`src/rtl/ccg_pkg.sv`:
```
package ccg_pkg;
    localparam int SEL_W = 3;
    localparam int DCK_W = 3;

    typedef logic [SEL_W-1:0] sel_t;
    typedef logic [DCK_W-1:0] dck_t;

    localparam sel_t SEL_MASTER = 3'd0;
    localparam sel_t SEL_ALT    = 3'd4;
    localparam sel_t SEL_ALT_H  = 3'd5;
    localparam dck_t DCK_DIV1   = 3'd0;
    localparam dck_t DCK_RESET  = 3'd1;
    localparam dck_t DCK_RSVD   = 3'd7;

    function automatic logic is_alt(input sel_t s);
        return (s == SEL_ALT) || (s == SEL_ALT_H);
    endfunction
endpackage

```
`src/rtl/ccg_master_div.sv`:
```
module ccg_master_div #(
    parameter int TAPS = 3
) (
    input  logic            clk,
    input  logic            rst_n,
    output logic [TAPS-1:0] taps
);
    typedef struct packed {
        logic [TAPS-1:0] cnt;
    } mdiv_s;

    mdiv_s st_d, st_q;

    always_comb begin
        st_d     = st_q;
        st_d.cnt = st_q.cnt + TAPS'(1);
    end

    always_ff @(posedge clk or negedge rst_n) begin
        if (!rst_n) st_q <= '0;
        else        st_q <= st_d;
    end

    assign taps = st_q.cnt;
endmodule

```
`src/rtl/ccg_dcdc_div.sv`:
```
module ccg_dcdc_div #(
    parameter int MAX_HALF = 12,
    parameter int POST     = 2
) (
    input  logic            clk,
    input  logic            rst_n,
    input  ccg_pkg::dck_t   code,
    output logic            dc,
    output logic [POST-1:0] dc_post
);
    localparam int CNT_W = $clog2(MAX_HALF + 1);

    typedef struct packed {
        logic [CNT_W-1:0] cnt;
        logic             dc;
        logic [POST-1:0]  post;
    } ddiv_s;

    ddiv_s            st_d, st_q;
    logic [CNT_W-1:0] half_v;

    always_comb begin
        half_v = (code == ccg_pkg::DCK_DIV1) ? CNT_W'(1) : CNT_W'({code, 1'b0});
        st_d   = st_q;
        if (st_q.cnt >= half_v - CNT_W'(1)) begin
            st_d.cnt = '0;
            st_d.dc  = ~st_q.dc;
            if (!st_q.dc) st_d.post = st_q.post + POST'(1);
        end else begin
            st_d.cnt = st_q.cnt + CNT_W'(1);
        end
    end

    always_ff @(posedge clk or negedge rst_n) begin
        if (!rst_n) st_q <= '0;
        else        st_q <= st_d;
    end

    assign dc      = st_q.dc;
    assign dc_post = st_q.post;
endmodule

```
`src/rtl/ccg_alt_sync.sv`:
```
module ccg_alt_sync #(
    parameter int STAGES = 2
) (
    input  logic clk,
    input  logic rst_n,
    input  logic alt_clk,
    output logic a2,
    output logic a2_half
);
    typedef struct packed {
        logic [STAGES-1:0] sync;
        logic              half;
    } async_s;

    async_s st_d, st_q;

    always_comb begin
        st_d      = st_q;
        st_d.sync = {st_q.sync[STAGES-2:0], alt_clk};
        if (st_q.sync[STAGES-2] && !st_q.sync[STAGES-1]) st_d.half = ~st_q.half;
    end

    always_ff @(posedge clk or negedge rst_n) begin
        if (!rst_n) st_q <= '0;
        else        st_q <= st_d;
    end

    assign a2      = st_q.sync[STAGES-1];
    assign a2_half = st_q.half;
endmodule

```
`src/rtl/ccg_sel_ctrl.sv`:
```
module ccg_sel_ctrl
    import ccg_pkg::*;
(
    input  logic                 clk,
    input  logic                 rst_n,
    input  sel_t                 sel_in,
    input  dck_t                 dck_in,
    input  logic                 stop_req,
    input  logic [(1<<SEL_W)-1:0] src,
    output logic                 card_clk,
    output dck_t                 dck_act,
    output sel_t                 tgt_o,
    output sel_t                 act_o,
    output logic                 sel_err
);
    typedef struct packed {
        sel_t sel_last;
        dck_t dck_last;
        sel_t tgt;
        sel_t act;
        dck_t dck_act;
        logic run;
        logic cclk;
        logic err;
        logic prime;
        logic prime_odd;
    } ctrl_s;

    localparam ctrl_s CTRL_RST = '{
        sel_last: SEL_MASTER, dck_last: DCK_RESET, tgt: SEL_MASTER,
        act: SEL_MASTER, dck_act: DCK_RESET, run: 1'b1, cclk: 1'b0,
        err: 1'b0, prime: 1'b0, prime_odd: 1'b0};

    ctrl_s st_d, st_q;
    logic  halted;

    always_comb begin
        st_d          = st_q;
        halted        = stop_req && !st_q.run;
        st_d.sel_last = sel_in;
        st_d.dck_last = dck_in;

        // source request, judged on a change of the select input
        if (sel_in != st_q.sel_last) begin
            if (sel_in == st_q.tgt) begin
                st_d.prime = 1'b0;
            end else if (is_alt(sel_in) == is_alt(st_q.tgt)) begin
                st_d.tgt = sel_in;
            end else if (!halted) begin
                st_d.err = 1'b1;
            end else if (is_alt(sel_in)) begin
                if (st_q.prime && (st_q.prime_odd != sel_in[0])) begin
                    st_d.tgt   = sel_in;
                    st_d.prime = 1'b0;
                end else begin
                    st_d.prime     = 1'b1;
                    st_d.prime_odd = sel_in[0];
                end
            end else if (st_q.dck_act == DCK_DIV1) begin
                st_d.err = 1'b1;
            end else begin
                st_d.tgt   = sel_in;
                st_d.prime = 1'b0;
            end
        end

        // prescaler request, judged against the updated source target
        if (dck_in != st_q.dck_last) begin
            if (dck_in == DCK_RSVD) begin
                st_d.err = 1'b1;
            end else if ((dck_in == DCK_DIV1) && !is_alt(st_d.tgt)) begin
                st_d.err = 1'b1;
            end else begin
                st_d.dck_act = dck_in;
            end
        end

        // adopt the target only in a shared low phase, or while parked
        if (st_d.tgt != st_q.act) begin
            if (!st_q.run || (!st_q.cclk && !src[st_d.tgt])) st_d.act = st_d.tgt;
        end

        if (st_q.run && stop_req && !st_q.cclk) begin
            st_d.run = 1'b0;
        end else if (!st_q.run && !stop_req && !src[st_d.act]) begin
            st_d.run = 1'b1;
        end

        st_d.cclk = st_d.run && src[st_d.act];
    end

    always_ff @(posedge clk or negedge rst_n) begin
        if (!rst_n) st_q <= CTRL_RST;
        else        st_q <= st_d;
    end

    assign card_clk = st_q.cclk;
    assign dck_act  = st_q.dck_act;
    assign tgt_o    = st_q.tgt;
    assign act_o    = st_q.act;
    assign sel_err  = st_q.err;
endmodule

```
`src/rtl/ccg_card_clk.sv`:
```
module ccg_card_clk #(
    parameter int MAX_HALF    = 12,
    parameter int SYNC_STAGES = 2
) (
    input  logic       clk,
    input  logic       rst_n,
    input  logic       alt_clk,
    input  logic [2:0] dck_sel,
    input  logic [2:0] cclk_sel,
    input  logic       stop_req,
    output logic       dcdc_clk,
    output logic       card_clk,
    output logic       sel_err
);
    import ccg_pkg::*;

    localparam int MTAPS = 3;
    localparam int POST  = 2;
    localparam int NSRC  = 1 << SEL_W;

    logic [MTAPS-1:0] mtaps;
    logic             dc;
    logic [POST-1:0]  dc_post;
    logic             a2, a2_half;
    dck_t             dck_act;
    sel_t             sel_tgt, sel_act;
    logic [NSRC-1:0]  src;

    ccg_master_div #(.TAPS(MTAPS)) u_mdiv (
        .clk(clk), .rst_n(rst_n), .taps(mtaps)
    );

    ccg_dcdc_div #(.MAX_HALF(MAX_HALF), .POST(POST)) u_ddiv (
        .clk(clk), .rst_n(rst_n), .code(dck_act), .dc(dc), .dc_post(dc_post)
    );

    ccg_alt_sync #(.STAGES(SYNC_STAGES)) u_async (
        .clk(clk), .rst_n(rst_n), .alt_clk(alt_clk), .a2(a2), .a2_half(a2_half)
    );

    // source order follows the select encoding
    assign src = {mtaps[2], mtaps[1], a2_half, a2, dc_post[1], dc_post[0], dc, mtaps[0]};

    ccg_sel_ctrl u_ctrl (
        .clk(clk), .rst_n(rst_n), .sel_in(cclk_sel), .dck_in(dck_sel),
        .stop_req(stop_req), .src(src), .card_clk(card_clk), .dck_act(dck_act),
        .tgt_o(sel_tgt), .act_o(sel_act), .sel_err(sel_err)
    );

    assign dcdc_clk = dc;
endmodule

```
`config.mk`:
```
export PLATFORM = sky130hd
export DESIGN_NAME = ccg_card_clk
export DESIGN_NICKNAME = d
export VERILOG_FILES = /design/src/rtl/ccg_pkg.sv /design/src/rtl/ccg_master_div.sv /design/src/rtl/ccg_dcdc_div.sv /design/src/rtl/ccg_alt_sync.sv /design/src/rtl/ccg_sel_ctrl.sv /design/src/rtl/ccg_card_clk.sv
export SDC_FILE = /design/constraint.sdc
export NUM_CORES = 1
export LEC_CHECK = 0
export ABC_AREA = 1
export BUFFER_PORTS_ARGS = -buffer_cell sky130_fd_sc_hd__buf_2
export CORE_MARGIN = 4
export CORE_UTILIZATION = 45
export DETAILED_ROUTE_END_ITERATION = 10
export PLACE_DENSITY = 0.71
export SYNTH_ARGS = -nofsm -noshare
export SYNTH_HDL_FRONTEND = slang
export SYNTH_SLANG_ARGS = --single-unit
```
`constraint.sdc`:
```
create_clock -name clk -period 3.2 [get_ports clk]
set_clock_uncertainty 0.2 [all_clocks]
set_input_delay 0.32 -clock clk [delete_from_list [all_inputs] [get_ports clk]]
set_output_delay 0.32 -clock clk [all_outputs]
set_load 0.01 [all_outputs]
```
==> impl_metrics.json <==
{
  "status": "complete, no violations",
  "cts_made_buffers": 5,
  "die_x_um": 74.0,
  "post-cts-setup-buffers": 0,
  "crit_start": "cclk_sel[0]",
  "cp-start-kind": "input port",
  "io_buffers": 12,
  "grt_max_degree": 34,
  "layout_commonest_cell": "nand2_1",
  "seq_area_frac_synth_pct": 42.3,
  "diodes": 0,
  "path_class": "input port to register",
  "final_cell_mix": "56 x nand2_1, 35 x inv_1, 30 x dfrtp_1",
  "grt_remaining_overflow": 0,
  "ctsHtreeMaxLevel": 2,
  "finalSetupViolCount": 0,
  "slowest_stage": "dlygate4sd3_1",
  "dp_hpwl_um": 2830,
  "die-area_um2": 5480,
  "worst_path_most_repeated_cell": "nand2_1",
  "routed_wl_um": 3730,
  "endpoint": "u_ctrl.card_clk",
  "timing.fmax_mhz": 359,
  "cp-end-kind": "register",
  "setup_tns_ns": 0,
  "rsz0062_at_grt": "false",
  "cp.arrival_ns": 2.76,
  "track_usage_pct": 16.2,
  "final.period_utilization_pct": 87.0,
  "worst_pin_slew_ns": 0.723,
  "cts_root_buffer": "clkbuf_8",
  "first_pass_iters": 4,
  "drt_iter0_drc": 68,
  "clk_latency_ns": 0.29,
  "synth_fp_nets": 253,
  "max_stage_delay_ns": 0.53,
  "r2r-end": "u_ctrl.card_clk",
  "grt_pass1_vias": 1563,
  "die_h_um": 74.0,
  "ys_ff_latch": 33,
  "yosys-top-cells-area": "dfrtp_1 38%, nand2_1 11%, inv_1 6.7%, nand3_1 6.6%, nand3_2 4.1%",
  "core_area_um2": 4120,
  "drc": 0,
  "start_util_pct": 47.6,
  "cp_cell_sequence": "dlygate4sd3_1, buf_2, inv_2, nand2_1, nand2_1, nand3_2, nand2_2, inv_2, nand2_4, nand2_4, nand2_4, nand2_1, nand3_1, nand3_2, nand3_4, nand3_2, nand2_2, nand2_1, nand3_1, nand3_1, nand4_1, inv_1",
  "cap_viol_max_count": 0,
  "ios": 13,
  "final_core_util_pct": 54.9,
  "crit_buf_inv": 5,
  "yosys.area.top_type_share_pct": 38.3,
  "synthDistinctLibCells": 26,
  "num_vias": 1519,
  "slew_viol_final": 0,
  "clock_sinks": 33,
  "ant_nets": 0,
  "hold_violations": 0,
  "slew_headroom_pct": 51.8,
  "cp.depth": 22,
  "avgRoutedWirePerCell_um": 11.9,
  "r2r_slack_ns": 0.59,
  "area_growth_pct": 15.3,
  "synth_cells": 237,
  "period_minus_slack_ns": 2.78,
  "ff2ff_path_depth": 21,
  "syn_avg_cell_area_um2": 8.27,
  "syn-cell-area_um2": 1960,
  "vdd_drop_max_mv": 0.349,
  "grt_pass1_wl_um": 6800,
  "vias_per_cell": 4.85,
  "hold_start": "cclk_sel[1]",
  "clk_path_buf_depth": 2,
  "p_leak_nw": 1.20,
  "cts_tree": "yes",
  "critPathTopFamily": "simple AND/OR/NAND/NOR gates",
  "worstPathRequired_ns": 3.18,
  "rr_startpoint": "u_ctrl.dck_act[0]",
  "fin_nets": 278,
  "drive_above_1_share_pct": 22.8,
  "cts.clk_slew.worst_paths_ns": 0.07,
  "antenna_found_initial": 0,
  "synth_warnings": 0,
  "fill_cells": 397,
  "hold_path_class": "input port to register",
  "synth_largest_area_cell": "dfrtp_1",
  "cellPowerDensity_nw_per_um2": 911,
  "worstPathMaxFanout": 6,
  "place.gp.congestion": 0.864,
  "num_rows": 23
}
[per-layer routing]
metal	GRT usage [%]	vias up	routed length, µm
li1	-	809	-
met1	20.0	681	1770
met2	26.6	19	1760
met3	3.65	10	97
met4	8.25	0	106
met5	0	-	0
[layout make-up]
type | count | area [µm²] | share of cell area [%]
clock buffer | 7 | 86.3 | 3.82
clock inverter | 1 | 30.0 | 1.33
inverter | 41 | 154 | 6.81
multi-input combinational | 163 | 977 | 43.2
sequential | 33 | 830 | 36.7
tap | 50 | 62.6 | 2.77
timing repair buffer | 18 | 120 | 5.32
[where the power goes]
part	switching (W)	internal [W]	leakage, nW
Clock	0.000148	0.000254	0.0585
Combinational	0.000627	0.000375	0.755
Sequential	0.0000991	0.000554	0.388
[cells by family after synthesis]
family	Yosys count	share of synthesized area, %
AND/OR/NAND/NOR	128	34.5
buffers and inverters	41	7.85
flip-flops	33	42.3
AO/OA/AOI/OAI	18	6.57
XOR/XNOR	11	4.91
adder cells (fa/ha/maj)	6	3.83
[registers in the layout, summed over array words and instances, names as in the netlist]
| name | cells |
|---|---|
| u_mdiv.taps | 3 |
| u_ddiv.dc_post | 2 |
| u_ctrl.dck_act | 3 |
| u_ctrl.act_o | 3 |
| u_ctrl.st_q | 9 |
| u_async.a2_half | 1 |
| u_ddiv.st_q | 4 |
| u_ddiv.dc | 1 |
| u_ctrl.tgt_o | 3 |
| u_ctrl.card_clk | 1 |
| u_async.a2 | 1 |
| u_async.st_d | 1 |
| u_ctrl.sel_err | 1 |
[metrics by stage]
step / power (W) / setup slack [ns] / area, µm² / hold WS [ns] / instances
3_5_place_dp: 0.00166 / 0.598 / 2080 / 0.160 / 299
2_1_floorplan: 0.00146 / 0.840 / 1960 / -0.176 / 237
5_1_grt: 0.00226 / 0.126 / 2260 / 0.00646 / 313
6_report: 0.00206 / 0.416 / 2260 / 0.0207 / 313
4_1_cts: 0.00209 / 0.416 / 2260 / 0.00661 / 313
3_3_place_gp: 0.00164 / 0.628 / 2080 / 0.158 / 299
[cells in the mapped netlist, drive strengths merged]
| master | count |
|---|---|
| nand2 | 75 |
| ha | 6 |
| nand3 | 35 |
| dfstp | 3 |
| nor2 | 13 |
| dfrtp | 30 |
| xnor2 | 6 |
| nand3b | 2 |
| nand4 | 3 |
| a31oi | 1 |
| inv | 41 |
| xor2 | 5 |
| a21oi | 5 |
| o2111ai | 1 |
| o31ai | 1 |
| o211ai | 1 |
| a21boi | 1 |
| o21ai | 8 |
[repair_timing]
item,4_1_cts,5_1_grt
hold endpoints to repair,35,0
resized for setup,0,0
hold buffers,6,0
[worst min path at each step]
stage,end,depth (start not counted)
2_1_floorplan,u_async.a2,0
5_1_grt,u_ctrl.st_q[18],1
4_1_cts,u_ctrl.st_q[18],1
6_report,u_ctrl.st_q[18],1
3_5_place_dp,u_async.a2,0
3_3_place_gp,u_async.a2,0
Power figures use the tool's default switching activity.
